[src/rtl/prm_pkg.sv]
package prm_pkg;
    // list location of an entry; value 3 doubles as the pending slot
    typedef enum logic [1:0] {
        L_UNB  = 2'd0,
        L_VIC  = 2'd1,
        L_PRI  = 2'd2,
        L_PEND = 2'd3
    } lst_t;

    typedef enum logic [2:0] {
        EV_PEND       = 3'd0,
        EV_SEND       = 3'd1,
        EV_RECV_OK    = 3'd2,
        EV_RECV_SHORT = 3'd3,
        EV_INVAL      = 3'd4,
        EV_DEMOTE     = 3'd5
    } evk_t;

    typedef enum logic [1:0] {
        ST_IDLE   = 2'd0,
        ST_UNLINK = 2'd1,
        ST_LINK   = 2'd2
    } st_t;

    localparam int NLOC = 4;
endpackage

[src/rtl/prm_links.sv]
module prm_links
    import prm_pkg::*;
#(
    parameter int N_ENTRIES = 8,
    localparam int ID_W = $clog2(N_ENTRIES),
    localparam int PW   = ID_W + 1,
    localparam int CW   = $clog2(N_ENTRIES + 1)
) (
    input  logic                      clk,
    input  logic                      rst_n,
    input  logic                      do_unlink,
    input  logic                      do_link,
    input  logic [ID_W-1:0]           op_id,
    input  lst_t                      link_dst,
    output logic [NLOC-1:0][PW-1:0]   head_o,
    output logic [NLOC-1:0][CW-1:0]   cnt_o,
    output lst_t [N_ENTRIES-1:0]      loc_o
);
    localparam logic [PW-1:0] NIL = {1'b1, {ID_W{1'b0}}};

    logic [PW-1:0]             nxt_q [N_ENTRIES];
    logic [PW-1:0]             prv_q [N_ENTRIES];
    logic [NLOC-1:0][PW-1:0]   head_q;
    logic [NLOC-1:0][CW-1:0]   cnt_q;
    lst_t [N_ENTRIES-1:0]      loc_q;

    lst_t          cur_l;
    logic [PW-1:0] cur_p, cur_n, dst_h;

    always_comb begin
        cur_l = loc_q[op_id];
        cur_p = prv_q[op_id];
        cur_n = nxt_q[op_id];
        dst_h = head_q[link_dst];
    end

    always_ff @(posedge clk) begin
        if (!rst_n) begin
            for (int i = 0; i < N_ENTRIES; i++) begin
                nxt_q[i] <= (i == N_ENTRIES - 1) ? NIL : PW'(i + 1);
                prv_q[i] <= (i == 0) ? NIL : PW'(i - 1);
                loc_q[i] <= L_UNB;
            end
            for (int k = 0; k < NLOC; k++) begin
                head_q[k] <= (k == 0) ? '0 : NIL;
                cnt_q[k]  <= (k == 0) ? CW'(N_ENTRIES) : '0;
            end
        end else if (do_unlink && cur_l != L_PEND) begin
            if (cur_p[PW-1]) head_q[cur_l] <= cur_n;
            else             nxt_q[cur_p[ID_W-1:0]] <= cur_n;
            if (!cur_n[PW-1]) prv_q[cur_n[ID_W-1:0]] <= cur_p;
            cnt_q[cur_l]  <= cnt_q[cur_l] - 1'b1;
            cnt_q[L_PEND] <= cnt_q[L_PEND] + 1'b1;
            loc_q[op_id]  <= L_PEND;
        end else if (do_link && cur_l == L_PEND && link_dst != L_PEND) begin
            nxt_q[op_id] <= dst_h;
            prv_q[op_id] <= NIL;
            if (!dst_h[PW-1]) prv_q[dst_h[ID_W-1:0]] <= {1'b0, op_id};
            head_q[link_dst] <= {1'b0, op_id};
            cnt_q[link_dst]  <= cnt_q[link_dst] + 1'b1;
            cnt_q[L_PEND]    <= cnt_q[L_PEND] - 1'b1;
            loc_q[op_id]     <= link_dst;
        end
    end

    assign head_o = head_q;
    assign cnt_o  = cnt_q;
    assign loc_o  = loc_q;
endmodule

[src/rtl/prm_pick.sv]
module prm_pick
    import prm_pkg::*;
#(
    parameter int N_ENTRIES = 8,
    localparam int ID_W = $clog2(N_ENTRIES),
    localparam int PW   = ID_W + 1
) (
    input  logic [NLOC-1:0][PW-1:0] head_i,
    output logic                    avail,
    output logic [ID_W-1:0]         pick_id,
    output lst_t                    pick_src
);
    // lower list index wins: free, then sent, then kept
    always_comb begin
        avail    = 1'b0;
        pick_id  = '0;
        pick_src = L_UNB;
        for (int k = NLOC - 2; k >= 0; k--) begin
            if (!head_i[k][PW-1]) begin
                avail    = 1'b1;
                pick_id  = head_i[k][ID_W-1:0];
                pick_src = lst_t'(2'(k));
            end
        end
    end
endmodule

[src/rtl/prm_ctrl.sv]
module prm_ctrl
    import prm_pkg::*;
#(
    parameter int N_ENTRIES = 8,
    localparam int ID_W = $clog2(N_ENTRIES)
) (
    input  logic            clk,
    input  logic            rst_n,
    input  logic            ev_valid,
    input  logic [2:0]      ev_kind,
    input  logic [ID_W-1:0] ev_id,
    input  lst_t            loc_ev,
    input  logic            evict_req,
    input  logic            pick_avail,
    input  logic [ID_W-1:0] pick_id,
    input  lst_t            pick_src,
    output logic            do_unlink,
    output logic            do_link,
    output logic [ID_W-1:0] op_id,
    output lst_t            op_dst,
    output logic            ev_ready,
    output logic            evict_gnt
);
    st_t             st_q, st_d;
    logic [ID_W-1:0] id_q, id_d;
    lst_t            dst_q, dst_d;
    logic            lnk_q, lnk_d;
    logic            evc_q, evc_d;

    // state register
    always_ff @(posedge clk) begin
        if (!rst_n) st_q <= ST_IDLE;
        else        st_q <= st_d;
    end

    // latched operation
    always_ff @(posedge clk) begin
        if (!rst_n) begin
            id_q  <= '0;
            dst_q <= L_UNB;
            lnk_q <= 1'b0;
            evc_q <= 1'b0;
        end else begin
            id_q  <= id_d;
            dst_q <= dst_d;
            lnk_q <= lnk_d;
            evc_q <= evc_d;
        end
    end

    // next state and operation decode
    always_comb begin
        st_d  = st_q;
        id_d  = id_q;
        dst_d = dst_q;
        lnk_d = lnk_q;
        evc_d = evc_q;
        unique case (st_q)
            ST_IDLE: begin
                if (ev_valid) begin
                    id_d  = ev_id;
                    evc_d = 1'b0;
                    case (evk_t'(ev_kind))
                        EV_PEND: if (loc_ev != L_PEND) begin
                            st_d  = ST_UNLINK;
                            lnk_d = 1'b0;
                        end
                        EV_SEND: if (loc_ev == L_PEND) begin
                            st_d  = ST_LINK;
                            dst_d = L_VIC;
                        end
                        EV_RECV_OK: if (loc_ev == L_PEND) begin
                            st_d  = ST_LINK;
                            dst_d = L_PRI;
                        end
                        EV_RECV_SHORT: if (loc_ev == L_PEND) begin
                            st_d  = ST_LINK;
                            dst_d = L_UNB;
                        end
                        EV_INVAL, EV_DEMOTE:
                            if (loc_ev == L_VIC || loc_ev == L_PRI) begin
                                st_d  = ST_UNLINK;
                                lnk_d = 1'b1;
                                dst_d = L_UNB;
                            end
                        default: ;
                    endcase
                end else if (evict_req && pick_avail) begin
                    id_d  = pick_id;
                    dst_d = pick_src;
                    lnk_d = 1'b0;
                    evc_d = 1'b1;
                    st_d  = ST_UNLINK;
                end
            end
            ST_UNLINK: st_d = lnk_q ? ST_LINK : ST_IDLE;
            ST_LINK:   st_d = ST_IDLE;
            default:   st_d = ST_IDLE;
        endcase
    end

    // outputs
    always_comb begin
        ev_ready  = 1'b0;
        do_unlink = 1'b0;
        do_link   = 1'b0;
        evict_gnt = 1'b0;
        unique case (st_q)
            ST_IDLE:   ev_ready = 1'b1;
            ST_UNLINK: begin
                do_unlink = 1'b1;
                evict_gnt = evc_q;
            end
            ST_LINK:   do_link = 1'b1;
            default:   ;
        endcase
    end

    assign op_id  = id_q;
    assign op_dst = dst_q;
endmodule

[src/rtl/payload_repl_mgr.sv]
module payload_repl_mgr
    import prm_pkg::*;
#(
    parameter int N_ENTRIES = 8,
    localparam int ID_W = $clog2(N_ENTRIES)
) (
    input  logic            clk,
    input  logic            rst_n,
    input  logic            ev_valid,
    input  logic [2:0]      ev_kind,
    input  logic [ID_W-1:0] ev_id,
    output logic            ev_ready,
    input  logic            evict_req,
    output logic            evict_gnt,
    output logic [ID_W-1:0] evict_id,
    output logic [1:0]      evict_src
);
    localparam int PW = ID_W + 1;
    localparam int CW = $clog2(N_ENTRIES + 1);

    logic [NLOC-1:0][PW-1:0] head_w;
    logic [NLOC-1:0][CW-1:0] cnt_w;
    lst_t [N_ENTRIES-1:0]    loc_w;
    logic                    do_unlink, do_link, pick_avail;
    logic [ID_W-1:0]         op_id, pick_id;
    lst_t                    op_dst, pick_src, loc_ev;

    assign loc_ev = loc_w[ev_id];

    prm_ctrl #(.N_ENTRIES(N_ENTRIES)) u_ctrl (
        .clk(clk), .rst_n(rst_n), .ev_valid(ev_valid), .ev_kind(ev_kind),
        .ev_id(ev_id), .loc_ev(loc_ev), .evict_req(evict_req),
        .pick_avail(pick_avail), .pick_id(pick_id), .pick_src(pick_src),
        .do_unlink(do_unlink), .do_link(do_link), .op_id(op_id),
        .op_dst(op_dst), .ev_ready(ev_ready), .evict_gnt(evict_gnt)
    );

    prm_links #(.N_ENTRIES(N_ENTRIES)) u_links (
        .clk(clk), .rst_n(rst_n), .do_unlink(do_unlink), .do_link(do_link),
        .op_id(op_id), .link_dst(op_dst), .head_o(head_w), .cnt_o(cnt_w),
        .loc_o(loc_w)
    );

    prm_pick #(.N_ENTRIES(N_ENTRIES)) u_pick (
        .head_i(head_w), .avail(pick_avail), .pick_id(pick_id),
        .pick_src(pick_src)
    );

    assign evict_id  = op_id;
    assign evict_src = op_dst;
endmodule

[config.mk]
export PLATFORM = sky130hd
export DESIGN_NAME = payload_repl_mgr
export DESIGN_NICKNAME = d
export VERILOG_FILES = /design/src/rtl/prm_pkg.sv /design/src/rtl/prm_links.sv /design/src/rtl/prm_pick.sv /design/src/rtl/prm_ctrl.sv /design/src/rtl/payload_repl_mgr.sv
export SDC_FILE = /design/constraint.sdc
export NUM_CORES = 1
export LEC_CHECK = 0
export BUFFER_PORTS_ARGS = -buffer_cell sky130_fd_sc_hd__buf_2
export CAP_MARGIN = 20
export CORE_MARGIN = 5
export CORE_UTILIZATION = 40
export DETAILED_ROUTE_END_ITERATION = 7
export GPL_TIMING_DRIVEN = 0
export PLACE_DENSITY = 0.61
export SETUP_SLACK_MARGIN = 0.1
export SLEW_MARGIN = 20
export SYNTH_ARGS = -nofsm -noshare
export SYNTH_HDL_FRONTEND = slang
export SYNTH_SLANG_ARGS = --single-unit
[constraint.sdc]
create_clock -name clk -period 5.55 [get_ports clk]
set_input_delay 0.555 -clock clk [delete_from_list [all_inputs] [get_ports clk]]
set_output_delay 0.555 -clock clk [all_outputs]
set_load 0.05 [all_outputs]
==> flow_summary.ini <==
[timing]
min_period_ps = 3350
setup_viol = 0
maxSlewViolCount = 0
fin_setup_tns_ps = 0
skew_ps = 10.4
tightest_slew_ps = 905
final_hold_viol_count = 0
rsz0062_at_grt = false
relSlewSlack_pct = 39.2
fmax_ghz = 0.298
fin_crit_sh_pct = 60.4

[yosys]
yosysTopAreaCellShare_pct = 26.6
synth-edff-count = 56
synth_area_per_cell_um2 = 10.5
ys.flop_type = edfxtp_1
yosysSeqAreaShare_pct = 43.1
ys.warnings.count = 0
synth_top_area_cell = edfxtp_1
ys_seq_elements = 108
yosys-top-cells-area = edfxtp_1 (27%), dfxtp_1 (16%), mux4_2 (6.8%)
synth_nets = 613
synth_cell_type_count = 81
syn_inst = 602
async_flop_share_pct = 0
syn-cell-area_mm2 = 0.00631

[placed_design]
place_inst = 832
place_congestion = 0.965
dp_hpwl_um = 14100
port-buffer-count = 14

[setup_path]
crit_fanout = 10
endpoint = u_links.nxt_q[5][2]$_SDFFCE_PN1P_
critPathMaxStageDelay_ps = 750
worstPathRequired_ps = 5660
worstSetupStartpoint = u_ctrl.op_dst[0]$_SDFFE_PN0P_
worst-setup-path-type = reg2reg
reg2reg_to = u_links.nxt_q[5][2]$_SDFFCE_PN1P_
worstPathArrival_ps = 3460
worst_path_max_delay_cell = mux2i_1
r2r_slack_ps = 2200
worstReg2RegStart = u_ctrl.op_dst[0]$_SDFFE_PN0P_
path_cells = clkbuf_1 -> a211oi_1 -> nand3_1 -> buf_2 -> nor3_4 -> mux2i_1 -> or3b_1
crit_path_start_kind = flop
r2r_cells = 7
endpoint_kind = flop

[grt]
grt_max_degree = 17
antenna_found_initial = 0
grt_pass1_wl_um = 29300
grt_usage_pct = 20.8
grt_overflow = 0
grt_pass1_vias = 5268

[cts]
htree_levels = 3
clock_latency_ps = 360
cts_buffer_depth = 2
cts_resized = 0
cts_tree = yes
clkSinkCount = 108
clkTransAtPathRegs_ps = 70
cts.hold.buffers_added = 0
cts_root_buf = clkbuf_16
postCtsSetupBuffers = 0
numCtsBuffers = 9

[route]
ant_nets = 0
wl_per_cell_um = 22.1
routed_wirelength_um = 18700
vias = 5319
drc = 0
route.detailed.vias_per_inst = 6.27
drtIter0Drc = 510
dr.pass1.iters = 5

[finish]
fin_cells = 848
drive_above_1_share_pct = 17.7
diodes = 0
layout_common_cells = edfxtp_1 (56), dfxtp_1 (52), nor2_1 (49), a21oi_1 (38), nand2_1 (31)
area_growth_pct = 9.71
layout_commonest_cell = edfxtp_1
fill_cells = 1519
final_nets = 638

[pwr]
total_power_w = 0.00191
power_leakage_nw = 2.28
powerDensity_mw_per_mm2 = 276
ir_worst_vdd_uv = 145

[floorplanning]
die_h_um = 136
die_w_um = 136
start_util_pct = 40.3
io_pins = 17
dieArea_mm2 = 0.0184
num_rows = 46
core_area_mm2 = 0.0157

[min_path]
worstHoldPathType = reg2reg

[status]
status = finished clean

[flow_run]
drv_cap = 0
## cell usage after synthesis (all sizes together) (3+ instances only)
cell type,instances
a22oi,3
a32oi,6
a2111oi,3
and3,7
a311oi,6
and2,6
nor2,49
o31ai,6
nor3,20
nand4,4
and4,3
a211oi,11
o211ai,7
clkbuf,26
o221ai,3
nor4,5
nand2,32
mux2,9
o221a,11
nand3,25
mux2i,22
o2bb2ai,3
or3b,3
a41oi,3
o21ai,26
nand3b,3
dfxtp,52
a21oi,38
edfxtp,56
a21boi,3
mux4,24
or2,7
a31oi,10
buf,19
nand2b,17
nor2b,11
o22ai,25
inv,10
## logic make-up after synthesis
group           after synthesis  share of synthesized area [%]
simple gates                198                           16.5
buf+inv                      56                           4.26
compound gates              183                           21.6
mux                          55                           14.1
fa+ha+maj                     1                          0.198
xor+xnor                      1                          0.139
flops                       108                           43.1
## worst min path at each step
stage                                    start                         endpoint  slack, ps  cells past startpoint
2_1_floorplan  u_links.head_o[15]$_SDFFE_PN1P_  u_links.head_o[15]$_SDFFE_PN1P_        410                      1
5_1_grt        u_links.head_o[15]$_SDFFE_PN1P_  u_links.head_o[15]$_SDFFE_PN1P_        460                      1
3_5_place_dp   u_links.head_o[15]$_SDFFE_PN1P_  u_links.head_o[15]$_SDFFE_PN1P_        430                      1
6_report       u_links.head_o[15]$_SDFFE_PN1P_  u_links.head_o[15]$_SDFFE_PN1P_        450                      1
4_1_cts        u_links.head_o[15]$_SDFFE_PN1P_  u_links.head_o[15]$_SDFFE_PN1P_        440                      1
3_3_place_gp   u_links.head_o[15]$_SDFFE_PN1P_  u_links.head_o[15]$_SDFFE_PN1P_        420                      1
## state kept, by name (all words and copies together), names as in the netlist, named ones only
name,flops
u_links.nxt_q,32
u_links.prv_q,32
u_links.loc_o,16
u_ctrl.lnk_q,1
u_ctrl.evc_q,1
u_links.head_o,16
u_ctrl.st_q,2
u_ctrl.op_dst,2
u_ctrl.op_id,3
## cell type report
cell class | instances | area [µm²] | area share [%]
clock buffers | 13 | 250 | 3.61
plain buffers | 45 | 228 | 3.29
well taps | 216 | 270 | 3.90
clock inverters | 3 | 17.5 | 0.253
inverters | 11 | 41.3 | 0.596
repair buffers | 14 | 70.1 | 1.01
multi-input cells | 438 | 3320 | 48.0
flip-flops and latches | 108 | 2720 | 39.3
## power breakdown
part           leakage [nW]  switching (W)  internal [W]  total [W]
clock                 0.135       0.000285      0.000316   0.000600
sequential            0.924      0.0000191      0.000868   0.000887
combinational          1.22       0.000286      0.000134   0.000420
total                  2.28       0.000590       0.00132    0.00191
## per-stage QoR
| stage | setup slack (ps) | utilization [%] | instance area (µm²) | hold WS [ps] |
|---|---|---|---|---|
| floorplan | 2610 | - | 6310 | 405 |
| global placement | 2240 | 42.5 | 6650 | 422 |
| detailed placement | 2260 | 42.5 | 6650 | 428 |
| CTS | 2240 | 44.2 | 6920 | 444 |
| global route | 1950 | 44.2 | 6920 | 461 |
| finish | 2200 | 44.2 | 6920 | 452 |
## critical path, delay by kind of cell (launching register included)
family	cells	cell delay, ps
mux	1	750
flops	1	310
compound gates	1	530
simple gates	3	970
buf+inv	2	520
## routing by layer
layer  track usage, %  part of all wire, %  routed length, µm  vias up
li1                 -                    -                  -     2421
met2             34.0                   47               8840      241
met5                0                    0                  0        -
met1             27.3                   42               7830     2610
met4             7.78                  3.0                564        0
met3             4.12                  8.0               1490       47
Power figures use the tool's default switching activity.
